### src/rtl/flash_probe_pkg.sv
package flash_probe_pkg;

  typedef logic [11:0] proto_t;

  localparam proto_t PROTO_1L = 12'h111;
  localparam proto_t PROTO_2L = 12'h222;
  localparam proto_t PROTO_4L = 12'h444;

  localparam logic [7:0] OP_ID_STD   = 8'h9F;
  localparam logic [7:0] OP_ID_MULTI = 8'hAF;

  localparam int N_ATTEMPTS = 4;
  localparam int N_CLASSES  = 4;
  localparam int SHORT_LEN  = 3;

  typedef enum logic [1:0] {
    LANES_ANY  = 2'd0,
    LANES_DUAL = 2'd1,
    LANES_QUAD = 2'd2
  } lane_cls_t;

  typedef struct packed {
    logic [7:0] opcode;
    proto_t     proto;
    lane_cls_t  cls;
    logic       short_reply;
  } attempt_t;

  typedef enum logic [2:0] {
    ST_IDLE  = 3'd0,
    ST_ISSUE = 3'd1,
    ST_WAIT  = 3'd2,
    ST_CHECK = 3'd3,
    ST_NEXT  = 3'd4,
    ST_DONE  = 3'd5
  } st_t;

endpackage

### src/rtl/probe_attempt_table.sv
module probe_attempt_table
  import flash_probe_pkg::*;
(
  input  logic [1:0] idx,
  output attempt_t   att
);

  always_comb begin
    unique case (idx)
      2'd0: att = '{opcode: OP_ID_STD,   proto: PROTO_1L, cls: LANES_ANY,  short_reply: 1'b0};
      2'd1: att = '{opcode: OP_ID_STD,   proto: PROTO_4L, cls: LANES_QUAD, short_reply: 1'b0};
      2'd2: att = '{opcode: OP_ID_MULTI, proto: PROTO_4L, cls: LANES_QUAD, short_reply: 1'b1};
      default: att = '{opcode: OP_ID_MULTI, proto: PROTO_2L, cls: LANES_DUAL, short_reply: 1'b1};
    endcase
  end

endmodule

### src/rtl/id_capture.sv
module id_capture #(
  parameter int ID_MAX = 6,
  parameter int CNT_W  = $clog2(ID_MAX + 1)
) (
  input  logic                  clk,
  input  logic                  rst_n,
  input  logic                  clear,
  input  logic                  cap_en,
  input  logic                  byte_valid,
  input  logic [7:0]            byte_data,
  input  logic [CNT_W-1:0]      limit,
  output logic [ID_MAX*8-1:0]   id_bytes,
  output logic                  id_ok
);

  logic [CNT_W-1:0] cnt_q, cnt_d;
  logic             take;

  assign take = cap_en && byte_valid && (cnt_q < limit);

  always_comb begin
    cnt_d = cnt_q;
    if (clear)     cnt_d = '0;
    else if (take) cnt_d = cnt_q + 1'b1;
  end

  always_ff @(posedge clk or negedge rst_n) begin
    if (!rst_n) cnt_q <= '0;
    else        cnt_q <= cnt_d;
  end

  for (genvar k = 0; k < ID_MAX; k++) begin : g_slot
    logic [7:0] slot_q;
    logic       slot_en;
    assign slot_en = clear || (take && (cnt_q == CNT_W'(k)));
    always_ff @(posedge clk or negedge rst_n) begin
      if (!rst_n)       slot_q <= '0;
      else if (slot_en) slot_q <= clear ? 8'h00 : byte_data;
    end
    assign id_bytes[8*k +: 8] = slot_q;
  end

  assign id_ok = (id_bytes[23:0] != 24'h000000) && (id_bytes[23:0] != 24'hFFFFFF);

  p_cnt_bound_r6: assert property (@(posedge clk) disable iff (!rst_n)
    cnt_q <= CNT_W'(ID_MAX));

  p_drop_excess_r6: assert property (@(posedge clk) disable iff (!rst_n)
    (!clear && cnt_q >= limit) |=> (cnt_q == $past(cnt_q)));

endmodule

### src/rtl/probe_fsm.sv
module probe_fsm
  import flash_probe_pkg::*;
(
  input  logic       clk,
  input  logic       rst_n,
  input  logic       start,
  input  logic       mode_quad,
  input  attempt_t   att,
  input  logic       eng_done,
  input  logic       eng_err,
  input  logic       id_ok,
  output logic [1:0] idx,
  output logic       req_valid,
  output logic       clear_id,
  output logic       cap_en,
  output logic       latch_proto,
  output logic       clr_proto,
  output logic       done,
  output logic       found,
  output logic       err
);

  st_t        st_q, st_d;
  logic [1:0] idx_d;
  logic       found_d, err_d;
  logic       allowed;

  always_comb begin
    allowed = (att.cls == LANES_ANY)
           || ((att.cls == LANES_QUAD) &&  mode_quad)
           || ((att.cls == LANES_DUAL) && !mode_quad);
  end

  always_comb begin
    st_d        = st_q;
    idx_d       = idx;
    found_d     = found;
    err_d       = err;
    req_valid   = 1'b0;
    clear_id    = 1'b0;
    latch_proto = 1'b0;
    clr_proto   = 1'b0;
    cap_en      = (st_q == ST_WAIT);
    done        = (st_q == ST_DONE);
    unique case (st_q)
      ST_IDLE: begin
        if (start) begin
          st_d      = ST_ISSUE;
          idx_d     = 2'd0;
          found_d   = 1'b0;
          err_d     = 1'b0;
          clr_proto = 1'b1;
        end
      end
      ST_ISSUE: begin
        if (allowed) begin
          req_valid = 1'b1;
          clear_id  = 1'b1;
          st_d      = ST_WAIT;
        end else begin
          st_d = ST_NEXT;
        end
      end
      ST_WAIT: begin
        if (eng_err) begin
          err_d = 1'b1;
          st_d  = ST_DONE;
        end else if (eng_done) begin
          st_d = ST_CHECK;
        end
      end
      ST_CHECK: begin
        if (id_ok) begin
          found_d     = 1'b1;
          latch_proto = 1'b1;
          st_d        = ST_DONE;
        end else begin
          st_d = ST_NEXT;
        end
      end
      ST_NEXT: begin
        if (idx == 2'(N_ATTEMPTS - 1)) begin
          st_d = ST_DONE;
        end else begin
          idx_d = idx + 2'd1;
          st_d  = ST_ISSUE;
        end
      end
      ST_DONE: st_d = ST_IDLE;
      default: st_d = ST_IDLE;
    endcase
  end

  always_ff @(posedge clk or negedge rst_n) begin
    if (!rst_n) begin
      st_q  <= ST_IDLE;
      idx   <= 2'd0;
      found <= 1'b0;
      err   <= 1'b0;
    end else begin
      st_q  <= st_d;
      idx   <= idx_d;
      found <= found_d;
      err   <= err_d;
    end
  end

  p_req_one_cycle_r11: assert property (@(posedge clk) disable iff (!rst_n)
    req_valid |=> !req_valid);

  p_done_pulse_r10: assert property (@(posedge clk) disable iff (!rst_n)
    done |=> !done);

  p_found_err_excl_r8: assert property (@(posedge clk) disable iff (!rst_n)
    !(found && err));

  p_err_abort_r8: assert property (@(posedge clk) disable iff (!rst_n)
    (st_q == ST_WAIT && eng_err) |=> (done && err && !found));

  p_exhaust_r7: assert property (@(posedge clk) disable iff (!rst_n)
    (st_q == ST_NEXT && idx == 2'd3) |=> (done && !found && !err));

endmodule

### src/rtl/flash_id_probe.sv
module flash_id_probe
  import flash_probe_pkg::*;
#(
  parameter int ID_MAX = 6
) (
  input  logic                          clk,
  input  logic                          rst_n,
  input  logic                          start,
  input  logic                          mode_quad,
  output logic                          req_valid,
  output logic [7:0]                    req_opcode,
  output logic [11:0]                   req_proto,
  output logic [$clog2(ID_MAX+1)-1:0]   req_len,
  input  logic                          eng_byte_valid,
  input  logic [7:0]                    eng_byte,
  input  logic                          eng_done,
  input  logic                          eng_err,
  output logic                          done,
  output logic                          found,
  output logic                          err,
  output logic [ID_MAX*8-1:0]           id_bytes,
  output logic [11:0]                   proto_reg,
  output logic [11:0]                   proto_rd,
  output logic [11:0]                   proto_wr,
  output logic [11:0]                   proto_er
);

  localparam int CNT_W = $clog2(ID_MAX + 1);

  logic [1:0] rst_sync_q;
  logic       rst_s_n;

  always_ff @(posedge clk or negedge rst_n) begin
    if (!rst_n) rst_sync_q <= 2'b00;
    else        rst_sync_q <= {rst_sync_q[0], 1'b1};
  end
  assign rst_s_n = rst_sync_q[1];

  logic [1:0] idx;
  attempt_t   att;
  logic       clear_id, cap_en, latch_proto, clr_proto, id_ok;

  probe_attempt_table u_table (
    .idx (idx),
    .att (att)
  );

  probe_fsm u_fsm (
    .clk         (clk),
    .rst_n       (rst_s_n),
    .start       (start),
    .mode_quad   (mode_quad),
    .att         (att),
    .eng_done    (eng_done),
    .eng_err     (eng_err),
    .id_ok       (id_ok),
    .idx         (idx),
    .req_valid   (req_valid),
    .clear_id    (clear_id),
    .cap_en      (cap_en),
    .latch_proto (latch_proto),
    .clr_proto   (clr_proto),
    .done        (done),
    .found       (found),
    .err         (err)
  );

  assign req_opcode = att.opcode;
  assign req_proto  = att.proto;
  assign req_len    = att.short_reply ? CNT_W'(SHORT_LEN) : CNT_W'(ID_MAX);

  id_capture #(.ID_MAX(ID_MAX), .CNT_W(CNT_W)) u_cap (
    .clk        (clk),
    .rst_n      (rst_s_n),
    .clear      (clear_id),
    .cap_en     (cap_en),
    .byte_valid (eng_byte_valid),
    .byte_data  (eng_byte),
    .limit      (req_len),
    .id_bytes   (id_bytes),
    .id_ok      (id_ok)
  );

  proto_t cls_proto [N_CLASSES];

  for (genvar c = 0; c < N_CLASSES; c++) begin : g_class
    logic cls_en;
    assign cls_en = clr_proto || latch_proto;
    always_ff @(posedge clk or negedge rst_s_n) begin
      if (!rst_s_n)    cls_proto[c] <= PROTO_1L;
      else if (cls_en) cls_proto[c] <= clr_proto ? PROTO_1L : att.proto;
    end
  end

  assign proto_reg = cls_proto[0];
  assign proto_rd  = cls_proto[1];
  assign proto_wr  = cls_proto[2];
  assign proto_er  = cls_proto[3];

  p_proto_reset_r9: assert property (@(posedge clk) disable iff (!rst_s_n)
    clr_proto |=> (proto_reg == PROTO_1L && proto_rd == PROTO_1L &&
                   proto_wr == PROTO_1L && proto_er == PROTO_1L));

  p_found_id_valid_r4: assert property (@(posedge clk) disable iff (!rst_s_n)
    (done && found) |-> (id_bytes[23:0] != 24'h000000 && id_bytes[23:0] != 24'hFFFFFF));

  p_found_proto_r5: assert property (@(posedge clk) disable iff (!rst_s_n)
    (done && found) |-> (proto_rd == proto_reg && proto_wr == proto_reg && proto_er == proto_reg));

  p_lane_filter_r3: assert property (@(posedge clk) disable iff (!rst_s_n)
    req_valid |-> (mode_quad ? (req_proto != PROTO_2L) : (req_proto != PROTO_4L)));

endmodule

### config.mk
export PLATFORM = sky130hd
export DESIGN_NAME = flash_id_probe
export DESIGN_NICKNAME = d
export VERILOG_FILES = /design/src/rtl/flash_probe_pkg.sv /design/src/rtl/probe_attempt_table.sv /design/src/rtl/id_capture.sv /design/src/rtl/probe_fsm.sv /design/src/rtl/flash_id_probe.sv
export SDC_FILE = /design/constraint.sdc
export NUM_CORES = 1
export LEC_CHECK = 0
export ABC_AREA = 0
export BUFFER_PORTS_ARGS = -buffer_cell sky130_fd_sc_hd__buf_2
export CAP_MARGIN = 10
export CORE_AREA = 2 2 97 99
export DETAILED_ROUTE_END_ITERATION = 16
export DIE_AREA = 0 0 99 101
export PLACE_DENSITY = 0.69
export SLEW_MARGIN = 10
export SYNTH_ARGS = -nofsm -noshare
export SYNTH_HDL_FRONTEND = slang
export SYNTH_SLANG_ARGS = --single-unit
### constraint.sdc
create_clock -name clk -period 2.3 [get_ports clk]
set_input_delay 0.46 -clock clk [delete_from_list [all_inputs] [get_ports clk]]
set_output_delay 0.46 -clock clk [all_outputs]
set_load 0.02 [all_outputs]
==> metrics.yaml <==
outcome: "finished, violations left"
violations: "setup timing"
syn-cell-area_um2: 3520
fin_crit_ns: 2.41
hold_violations: 0
final_nets: 451
grt_pass1_vias: 2470
synthArstFlopShare_pct: 100
synth_top_area_share_pct: 44.1
synth-edff-count: 0
die_x_um: 99
dp_hpwl_mm: 6.20
slew_headroom_pct: 64.4
synth_warnings: 0
setup_tns_ns: -2.09
setup_violations: 49
setup_slack_ns: -0.112
clk_latency_ns: 0.35
start_util_pct: 39.2
rsz0062_at_grt: "true"
synth.largest_area_cell: "dfrtp_1"
wl_per_cell_um: 15.7
drcViolationCount: 0
cts_max_level: 3
die-area_um2: 10000
cp_max_fo: 4
tightest_slew_ns: 0.534
syn2layout_area_growth_pct: 25.7
die_h_um: 101
drv_slew: 0
rows: 35
viasPerCell: 4.80
drt_pre_antenna_iters: 4
clock-sinks: 63
min_path_type: "register to async pin"
power_w: 0.00538
root_buffer: "clkbuf_8"
fill_cells: 831
fin_crit_sh_pct: 105
utilization_pct: 49.3
finClkSkew_ns: 0.00950
hold_ws_ns: 0.253
synth_flop_cell: "dfrtp_1"
multi_input_area_um2: 1640
avgSynthCellArea_um2: 10.8
place_congestion: 0.809
max_freq_mhz: 415
maxCapViolations: 0
peakVddDrop_v: 0.000653
p_per_area_nw_per_um2: 1220
grt_max_degree: 35
layout-drive-gt1-share_pct: 49.2
drtIter0Drc: 113
grt_first_pass_wirelength_mm: 13.1
ctsLongestPathBuffers: 2
synthTopCellsByCount: "buf_4, dfrtp_1, mux2i_1, nor2_1, nor2_2"
grt_util_all_layers_pct: 16.9
start_kind: "register"
ys_seq_area_share_pct: 44.8
antenna_found_initial: 0
diodes: 0
worstPathArrival_ns: 1.95
globalRoute.totalOverflow: 0
num_vias: 2601
ys_seq_elements: 63
numPortBuffers: 115
worst_setup_path_end_kind: "output pin"
required_ns: 1.84
p_leak_nw: 2.44
synth_cells: 327
routed_wl_mm: 8.52
final_antenna_net_count: 0
yosys-top-cells-area: "dfrtp_1, buf_4, mux2i_1"
clk_pin_slew_ns: 0.08
cts_tree: "built"
postPlaceCellArea_um2: 4030
design_area_um2: 4420
numCtsBuffers: 9
core_area_um2: 8980
ios: 138
synth_cell_types: 39
yosysMostFrequentCell: "buf_4"
seq_area_um2: 1580
path_class: "register to output pin"
critical path, cell delays in order, from the launching register on:
cell,delay [ns]
dfrtp_2,0.46
inv_2,0.09
ha_4,0.20
nor2b_1,0.12
a211o_1,0.27
nor3b_4,0.22
buf_6,0.14
buf_6,0.11
per-stage QoR:
| stage | std cells | setup slack (ns) |
|---|---|---|
| after global routing | 542 | -0.212 |
| after detailed placement | 517 | -0.0985 |
| after global placement | 517 | 0.0123 |
| after CTS | 541 | -0.168 |
| final | 542 | -0.112 |
| after floorplan | 348 | -0.0924 |
state kept, by name, summed over array words and instances (netlist names):
name,count
u_fsm.err,1
u_fsm.st_q,3
u_cap.cnt_q,3
u_fsm.idx,2
proto_rd,3
u_cap.g_slot.slot_q,48
u_fsm.found,1
rst_sync_q,2
path summary, 6_finish.rpt:
check,start,to,depth (start not counted),slack (ns)
max in group asynchronous,rst_sync_q[1],proto_rd[8],1,1.31
max reg2reg,u_fsm.idx[1],u_cap.g_slot[5].slot_q[2],9,-0.10
min,rst_sync_q[1],u_cap.g_slot[5].slot_q[7],0,0.25
min in group clk,rst_sync_q[0],rst_sync_q[1],0,0.36
max,u_fsm.idx[1],req_valid,7,-0.11
min reg2reg,rst_sync_q[1],u_cap.g_slot[5].slot_q[7],0,0.25
metal layers:
layer  part of all wire [%]  global-route usage [%]  vias up  routed length, um
li1                       -                       -     1214                  -
met1                     43                    21.4     1245               3620
met2                     46                    27.0      127               3950
met3                    9.3                    6.66       15                790
met4                    1.7                    4.95        0                149
met5                      0                       0        -                  0
layout by cell type, fill, tap and decap left out, types with 2 or more instances in the layout:
cell type	netlist	final
a21o_1	2	2
a21oi_1	5	5
a22o_1	4	4
and3_4	0	2
buf_12	0	4
buf_2	4	114
buf_4	66	19
buf_6	2	4
clkbuf_8	0	9
clkinv_4	0	3
conb_1	2	23
dfrtp_1	62	59
dfrtp_2	0	3
ha_1	10	6
ha_4	0	4
inv_1	9	7
inv_2	0	2
inv_6	0	2
mux2_2	11	3
mux2_4	0	8
mux2i_1	40	31
mux2i_2	0	4
mux2i_4	0	5
nand2_1	4	4
nand3_4	0	3
nand4_1	7	7
nand4bb_1	2	2
nor2_1	34	34
nor2_2	16	16
nor2b_1	11	11
nor4_1	8	8
o21ai_0	3	3
kinds of logic after synthesis:
logic type | after synthesis | synth area share, %
buf+inv | 84 | 16.6
mux | 51 | 14.9
simple gates | 97 | 15.5
compound gates | 20 | 4.41
flops | 63 | 44.8
other cells | 2 | 0.213
fa+ha+maj | 10 | 3.56
power by group:
part	switching, W	internal, W
clock network	0.000482	0.000401
logic	0.00166	0.00118
registers	0.000287	0.00137
total	0.00243	0.00295
final cells by class:
| class | count | share of cell area (%) |
|---|---|---|
| tap | 111 | 3.14 |
| clock inverter | 7 | 1.27 |
| inverter | 9 | 0.764 |
| sequential | 63 | 35.8 |
| multi-input combinational | 201 | 37.1 |
| timing repair buffer | 142 | 19.2 |
| clock buffer | 9 | 2.80 |
repair_timing:
| item | in CTS | in global routing |
|---|---|---|
| buffers inserted | 7 | 1 |
| gates resized for setup | 14 | 16 |
| pin swaps | 5 | 2 |
| hold endpoints to repair | 2 | 0 |
| hold buffers | 1 | 0 |
| endpoints found under the setup margin | 36 | 51 |
No activity file was read; power rests on OpenSTA's default activity.
